<file path="src/rtl/wdb_pkg.sv">
package wdb_pkg;
    typedef enum logic [3:0] {
        ST_IDLE,
        ST_RD_LO,
        ST_RD_HI,
        ST_RD_CAP,
        ST_OFFER,
        ST_FETCH,
        ST_WR_LO,
        ST_WR_HI,
        ST_FINISH
    } wdb_state_e;

    localparam int unsigned UNIT_W = 16;
    localparam int unsigned BYTE_W = 8;
endpackage

</file>
<file path="src/rtl/wdb_addr_map.sv">
module wdb_addr_map #(
    parameter int unsigned ADDR_W = 20
) (
    input  logic [ADDR_W-1:0] unit_addr,
    input  logic              wide,
    input  logic              hi_sel,
    output logic [ADDR_W-1:0] byte_addr
);
    // Word mode keeps the two bank bits and doubles the rest below bit ADDR_W-3.
    localparam int unsigned LOW_W = ADDR_W - 3;

    always_comb begin
        if (wide) begin
            byte_addr = {unit_addr[ADDR_W-1 -: 2], unit_addr[LOW_W-1:0], hi_sel};
        end else begin
            byte_addr = unit_addr;
        end
    end
endmodule

</file>
<file path="src/rtl/wdb_sign_flip.sv">
module wdb_sign_flip #(
    parameter int unsigned DATA_W = 16
) (
    input  logic [DATA_W-1:0] din,
    input  logic              enable,
    input  logic              wide,
    output logic [DATA_W-1:0] dout
);
    localparam int unsigned HALF = DATA_W / 2;

    logic [DATA_W-1:0] mask;

    always_comb begin
        mask = '0;
        mask[HALF-1] = enable;
        mask[DATA_W-1] = enable & wide;
        dout = din ^ mask;
    end
endmodule

</file>
<file path="src/rtl/wdma_bridge.sv">
module wdma_bridge
    import wdb_pkg::*;
#(
    parameter int unsigned ADDR_W    = 20,
    parameter int unsigned MAX_UNITS = 65536
) (
    input  logic              clk,
    input  logic              rst_n,
    input  logic              start,
    input  logic              cfg_to_chan,
    input  logic              cfg_wide,
    input  logic              cfg_flip,
    input  logic [ADDR_W-1:0] cfg_addr,
    output logic [ADDR_W-1:0] mem_addr,
    output logic              mem_rd,
    output logic              mem_wr,
    output logic [7:0]        mem_wdata,
    input  logic [7:0]        mem_rdata,
    output logic              chan_req,
    output logic              chan_dir,
    output logic [15:0]       chan_wdata,
    input  logic              chan_ack,
    input  logic              chan_empty,
    input  logic              chan_last,
    input  logic [15:0]       chan_rdata,
    output logic              busy,
    output logic              done
);
    localparam int unsigned CNT_W = (MAX_UNITS > 1) ? $clog2(MAX_UNITS) : 1;
    localparam logic [CNT_W-1:0] CNT_TOP = CNT_W'(MAX_UNITS - 1);

    wdb_state_e state_q, state_d;

    logic              dir_q, wide_q, flip_q, last_q;
    logic [ADDR_W-1:0] addr_q;
    logic [CNT_W-1:0]  cnt_q;
    logic [UNIT_W-1:0] word_q;
    logic [UNIT_W-1:0] rx_flipped, tx_flipped;
    logic              hi_sel, at_limit, unit_done;

    wdb_addr_map #(.ADDR_W(ADDR_W)) u_map (
        .unit_addr (addr_q),
        .wide      (wide_q),
        .hi_sel    (hi_sel),
        .byte_addr (mem_addr)
    );

    wdb_sign_flip #(.DATA_W(UNIT_W)) u_flip_rx (
        .din    (chan_rdata),
        .enable (flip_q),
        .wide   (wide_q),
        .dout   (rx_flipped)
    );

    wdb_sign_flip #(.DATA_W(UNIT_W)) u_flip_tx (
        .din    (word_q),
        .enable (flip_q),
        .wide   (wide_q),
        .dout   (tx_flipped)
    );

    assign at_limit  = (cnt_q == CNT_TOP);
    assign unit_done = ((state_q == ST_OFFER) && chan_ack && !chan_empty)
                    || ((state_q == ST_WR_LO) && !wide_q)
                    ||  (state_q == ST_WR_HI);

    // State register
    always_ff @(posedge clk or negedge rst_n) begin
        if (!rst_n) begin
            state_q <= ST_IDLE;
        end else begin
            state_q <= state_d;
        end
    end

    // Next state
    always_comb begin
        state_d = state_q;
        unique case (state_q)
            ST_IDLE:   if (start) state_d = cfg_to_chan ? ST_RD_LO : ST_FETCH;
            ST_RD_LO:  state_d = ST_RD_HI;
            ST_RD_HI:  state_d = wide_q ? ST_RD_CAP : ST_OFFER;
            ST_RD_CAP: state_d = ST_OFFER;
            ST_OFFER: begin
                if (chan_ack) begin
                    if (chan_empty || chan_last || at_limit) state_d = ST_FINISH;
                    else                                      state_d = ST_RD_LO;
                end
            end
            ST_FETCH: begin
                if (chan_ack) state_d = chan_empty ? ST_FINISH : ST_WR_LO;
            end
            ST_WR_LO: begin
                if (wide_q)                  state_d = ST_WR_HI;
                else if (last_q || at_limit) state_d = ST_FINISH;
                else                         state_d = ST_FETCH;
            end
            ST_WR_HI:  state_d = (last_q || at_limit) ? ST_FINISH : ST_FETCH;
            ST_FINISH: state_d = ST_IDLE;
            default:   state_d = ST_IDLE;
        endcase
    end

    // Datapath registers
    always_ff @(posedge clk or negedge rst_n) begin
        if (!rst_n) begin
            dir_q  <= 1'b0;
            wide_q <= 1'b0;
            flip_q <= 1'b0;
            last_q <= 1'b0;
            addr_q <= '0;
            cnt_q  <= '0;
            word_q <= '0;
        end else begin
            if (state_q == ST_IDLE && start) begin
                dir_q  <= cfg_to_chan;
                wide_q <= cfg_wide;
                flip_q <= cfg_flip;
                addr_q <= cfg_addr;
                cnt_q  <= '0;
                last_q <= 1'b0;
            end
            if (state_q == ST_RD_HI) begin
                word_q <= {8'h00, mem_rdata};
            end
            if (state_q == ST_RD_CAP) begin
                word_q[15:8] <= mem_rdata;
            end
            if (state_q == ST_FETCH && chan_ack && !chan_empty) begin
                word_q <= rx_flipped;
                last_q <= chan_last;
            end
            if (unit_done) begin
                addr_q <= addr_q + 1'b1;
                cnt_q  <= cnt_q + 1'b1;
            end
        end
    end

    // Outputs
    always_comb begin
        hi_sel     = (state_q == ST_RD_HI) || (state_q == ST_WR_HI);
        mem_rd     = (state_q == ST_RD_LO) || ((state_q == ST_RD_HI) && wide_q);
        mem_wr     = (state_q == ST_WR_LO) || (state_q == ST_WR_HI);
        mem_wdata  = (state_q == ST_WR_HI) ? word_q[15:8] : word_q[7:0];
        chan_req   = (state_q == ST_OFFER) || (state_q == ST_FETCH);
        chan_dir   = dir_q;
        chan_wdata = tx_flipped;
        busy       = (state_q != ST_IDLE) && (state_q != ST_FINISH);
        done       = (state_q == ST_FINISH);
    end
endmodule

</file>
<file path="config.mk">
export PLATFORM = sky130hd
export DESIGN_NAME = wdma_bridge
export DESIGN_NICKNAME = d
export VERILOG_FILES = /design/src/rtl/wdb_pkg.sv /design/src/rtl/wdb_addr_map.sv /design/src/rtl/wdb_sign_flip.sv /design/src/rtl/wdma_bridge.sv
export SDC_FILE = /design/constraint.sdc
export NUM_CORES = 1
export LEC_CHECK = 0
export ABC_AREA = 1
export BUFFER_PORTS_ARGS = -buffer_cell sky130_fd_sc_hd__buf_2
export CAP_MARGIN = 20
export CORE_MARGIN = 4
export CORE_UTILIZATION = 30
export DETAILED_ROUTE_END_ITERATION = 10
export GPL_ROUTABILITY_DRIVEN = 0
export PLACE_DENSITY = 0.51
export SYNTH_ARGS = -nofsm -noshare
export SYNTH_HDL_FRONTEND = slang
export SYNTH_SLANG_ARGS = --single-unit
export TNS_END_PERCENT = 5
</file>
<file path="constraint.sdc">
create_clock -name clk -period 1.5 [get_ports clk]
set_clock_uncertainty 0.05 [all_clocks]
set_input_delay 0.225 -clock clk [delete_from_list [all_inputs] [get_ports clk]]
set_output_delay 0.225 -clock clk [all_outputs]
set_load 0.05 [all_outputs]
</file>
After elaboration in Yosys (flattened, before gate mapping)
Cells that the tools add are included.
{ "word_totals": {"ff_bits": 60, "latch_bits": 0, "ramBits": 0, "rom_bits": 0, "in_bits": 53, "elab_cells": 74, "n_memories": 0} }
{ "op_classes": {"add_sub_neg": 2, "multipliers": 0, "div_mod_pow": 0, "magnitude_cmp": 0, "n_eq_ne": 13, "shifts": 0, "muxes": 21, "n_bitwise": 3, "n_reduce_logical": 26} }
{ "ops": {"columns": ["operator", "count"], "rows": [
  ["2-to-1 mux 16 bit", 4],
  ["2-to-1 mux 20 bit", 2],
  ["case mux 4 bit (8 select lines)", 1],
  ["XOR 16 bit", 2],
  ["2-to-1 mux 4 bit", 7],
  ["adder 20 x 1 -> 20 bit, second input constant", 1],
  ["2-to-1 mux 18 bit", 1],
  ["adder 16 x 1 -> 16 bit, second input constant", 1],
  ["equality test 16 bit, second input constant", 1],
  ["equality test 4 x 3 -> 1 bit, second input constant", 4],
  ["2-to-1 mux 8 bit", 2],
  ["logical OR 1 bit", 9],
  ["equality test 4 x 2 -> 1 bit, second input constant", 2],
  ["logical AND 1 bit", 8],
  ["2-to-1 mux 3 bit", 2],
  ["inequality test 2 bit, second input constant", 3],
  ["nonzero test 2 bit", 3],
  ["equality test 4 x 1 -> 1 bit, second input constant", 1],
  ["equality test 4 bit, second input constant", 1],
  ["zero test 4 bit", 1],
  ["inequality test 4 bit, second input constant", 1],
  ["nonzero test 4 bit", 1],
  ["AND reduction 3 bit", 1],
  ["nonzero test 3 bit", 1],
  ["3 further kinds", 5]
]} }

Depth between registers and ports, before layout
{ "depth": {"word_depth": 6, "depth_mapped": 11, "mapped_depth_nobuf": 11} }

Modules after synthesis
A second synthesis with hierarchy kept.
{ "hier_totals": {"cells_unflattened": 569, "hier_area_um2": 4156.5} }
{ "modules_own_cells": {"columns": ["module", "instances", "cells_per_inst", "area_per_inst_um2"], "rows": [
  ["wdma_bridge", 1, 463, 3549.7],
  ["wdb_addr_map", 1, 60, 321.6],
  ["wdb_sign_flip", 2, 23, 142.6]
]} }

Worst setup path after synthesis
Ideal clock, no wire load.
{ "synth_timing": {"path_kind": "reg-to-output", "start": "reg state_q[3]", "end": "out mem_wdata[7]", "arrival_ns": 1.972, "required_time_ns": 1.225, "slack_ns": -0.747, "path_stages_with_launch": 6, "path_buffers": 0, "path_cell_list": "dfrtp_1 inv_1 nand2_2 inv_1 nand2_1 o21ai_0"} }
{ "synth_between": {"elab_chain_cells": 2} }
{ "synth_lines": {"columns": ["element", "line", "rtl"], "rows": [
  ["start: declaration", "wdma_bridge.sv:32", "wdb_state_e state_q, state_d;"],
  ["start signal: assignment", "wdma_bridge.sv:72", "state_q <= state_d;"],
  ["equality test 4 x 3 -> 1 bit", "wdma_bridge.sv:145", "mem_wdata = (state_q == ST_WR_HI) ? word_q[15:8] : word_q[7:0];"],
  ["2-to-1 mux 8 bit", "wdma_bridge.sv:145", null],
  ["end: declaration", "wdma_bridge.sv:17", "output logic [7:0] mem_wdata,"]
]} }
No other way between the ends.

Worst setup path after layout
{ "layout_timing": {"start": "reg state_q[2]", "end": "out mem_wdata[5]"} }
The elaborated chain is that of the path after synthesis.

==> results.json <==
{
  "worst_pin_slew_ps": 478.9,
  "ys_types": 43,
  "arrival_ps": 1590,
  "clkPwrFrac": 0.159,
  "drt_iter0_drc": 188,
  "place_hpwl_um": 9204,
  "max_cap_viol_count": 0,
  "swShare": 0.4981,
  "drv_slew": 0,
  "dp.cells": 857,
  "firstDrtPassIters": 4,
  "cts_root_buf": "clkbuf_16",
  "cp_top_family": "flip-flops",
  "grt_pass1_wl_um": 20230,
  "yosysWarnings": 0,
  "die_area_mm2": 0.01519,
  "required_ps": 1220,
  "synth-seq-cells": 60,
  "period_share": 1.240,
  "crit_buf_inv": 3,
  "p_comb_frac": 0.645,
  "grt_max_degree": 36,
  "die_h_um": 123.3,
  "cts_max_level": 3,
  "wl_um": 12590,
  "switchingPower_mw": 7.016,
  "area_delta_synth_final_pct": 50.20,
  "critPathSlowestCell": "dfrtp_1",
  "worstSetupPathType": "reg -> out",
  "route.detailed.drc": 0,
  "setup_viol": 83,
  "worst-path-max-fanout": 5,
  "syn_nets": 597,
  "initial_core_util": 0.3107,
  "overflow": 0,
  "antenna_found_initial": 0,
  "clk-insertion-delay-late_ps": 340,
  "intPower_mw": 7.070,
  "synth_cells": 542,
  "syn_avg_cell_area_um2": 7.353,
  "vias": 4186,
  "powerDensity_mw_per_mm2": 2353,
  "synth_common_cells": "171 x nand2_1, 60 x dfrtp_1, 58 x inv_1",
  "ios": 103,
  "setup.worst_path.end_class": "primary output",
  "yosysTopAreaCellShare": 0.3768,
  "violations": "setup timing",
  "ys_dominant_reg_cell": "dfrtp_1",
  "cts_made_buffers": 9,
  "seq_power_share": 0.196,
  "via_per_inst": 4.735,
  "drive_above_1_share": 0.3989,
  "synth_edf_count": 0,
  "die_w_um": 123.3,
  "yosysTopAreaCell": "dfrtp_1",
  "io_buffers": 102,
  "cts.sinks": 60,
  "layout.nets": 762,
  "setup_ws_ps": -360.0,
  "async_flop_share": 1.000,
  "whs_ps": 54.82,
  "worst_path_largest_cell_delay_ps": 420,
  "yosysSeqAreaShare": 0.3768,
  "post-synth-top-count-cell": "nand2_1",
  "hold_class": "in -> reg",
  "cts_tree": "built",
  "max_freq_mhz": 537.6,
  "clk_path_buf_depth": 2,
  "worstPathCellList": "buf_6, nand2_4, inv_8, nand2_8, mux2_4, buf_8",
  "finalPower_mw": 14.09,
  "coreArea_mm2": 0.01282,
  "rows": 41,
  "maxSlewHeadroom": 0.6807,
  "grt.total_usage": 0.1689,
  "drtAntennaViolNets": 0,
  "synthTopCellsByArea": "dfrtp_1 38%, nand2_1 16%, nand3_1 7.0%, inv_1 5.5%, o21ai_0 3.8%",
  "ir_worst_vdd_mv": 1.449,
  "nFillCells": 1304,
  "wl_per_cell_um": 14.24,
  "final-hold-violation-count": 0,
  "clk_pin_slew_ps": 60,
  "min_period_ps": 1860,
  "rsz0062_at_grt": "yes",
  "cp-start-kind": "flip-flop",
  "final_cell_count_no_fill": 884,
  "grt_pass1_vias": 4148,
  "leakagePower_nw": 3.025,
  "insertedDiodeCount": 0,
  "synth_area_mm2": 0.003985,
  "outcome": "complete, but fails checks"
}
==> tightest hold or removal path: stages <==
cell and delay (ps):
buf_2 90, nand2_1 50, nand2_1 40
==> cells by family after synthesis <==
family,after synthesis,synth area share
mux,7,0.01978
simple gates,296,0.3378
xor+xnor,8,0.01758
compound gates,75,0.1256
buf+inv,94,0.1162
fa+ha+maj,2,0.006278
flops,60,0.3768
==> flip-flops by register name (all words and copies together) (netlist names) <==
register	cells
flip_q	1
addr_q	20
state_q	4
last_q	1
wide_q	1
word_q	16
chan_dir	1
cnt_q	16
==> through the flow <==
step	util	TNS, ps	cell area [um^2]	worst slack (ps)
after floorplan	-	-6178	4008	-294.5
after global placement	0.3992	-2882	5120	-106.9
after detailed placement	0.3992	-3462	5120	-119.0
after CTS	0.4524	-10750	5802	-337.5
after global routing	0.4667	-17510	5986	-395.9
final	0.4667	-11270	5986	-360.0
==> final cells by class <==
class                           instances  area, um^2  area share
Clock buffer                           13       280.3     0.04682
Clock inverter                          3       42.54    0.007107
Inverter                               65       261.5     0.04369
Multi-Input combinational cell        389        2246      0.3752
Sequential cell                        60        1504      0.2513
Tap cell                              172       215.2     0.03595
Timing Repair Buffer                  182        1436      0.2400
==> per-layer routing <==
layer	vias up	wire, um	GRT usage
met4	0	175	0.05882
met2	130	5925	0.2742
met3	12	757	0.03339
met5	-	0	0
li1	2088	-	-
met1	1956	5731	0.2243
==> cell usage in the layout (no fill, tap or decap), drive strengths merged, types with 12 or more instances in the layout <==
cell,netlist,layout
inv,65,65
dfrtp,60,60
o21ai,37,37
nand2,177,178
nor3,12,12
nand3,58,58
nor2,40,40
a22oi,15,15
buf,25,181
clkbuf,4,13
==> path summary, 6_finish.rpt <==
path	slack, ps	depth (start not counted)	start	end
worst max-delay path	-360	6	state_q[2]$_DFFE_PN0P_	mem_wdata[5]
worst min-delay path	50	3	cfg_flip	flip_q$_DFFE_PN0P_
worst max register to register	-200	10	state_q[3]$_DFFE_PN0P_	addr_q[15]$_DFFE_PN0P_
worst min register to register	440	2	chan_dir$_DFFE_PN0P_	chan_dir$_DFFE_PN0P_
max in group asynchronous	560	3	rst_n	flip_q$_DFFE_PN0P_
min in group asynchronous	340	2	rst_n	cnt_q[11]$_DFFE_PN0P_
==> repair_timing <==
item	4_1_cts	5_1_grt
setup endpoints to repair	89	91
endpoints found under the hold margin	15	0
setup buffers	5	4
gates resized for setup	95	42
cloned	1	0
pin swaps	5	13
hold buffers	1	0
==> power by group through the flow <==
stage	Clock, mW	Combinational [mW]	Sequential [mW]
CTS	2.29	8.78	2.74
detailed placement	0	7.72	2.75
finish	2.24	9.09	2.76
global placement	0	7.70	2.72
floorplan	0	5.54	2.73
global route	2.35	9.72	2.85
No activity file was read; power rests on OpenSTA's default activity.
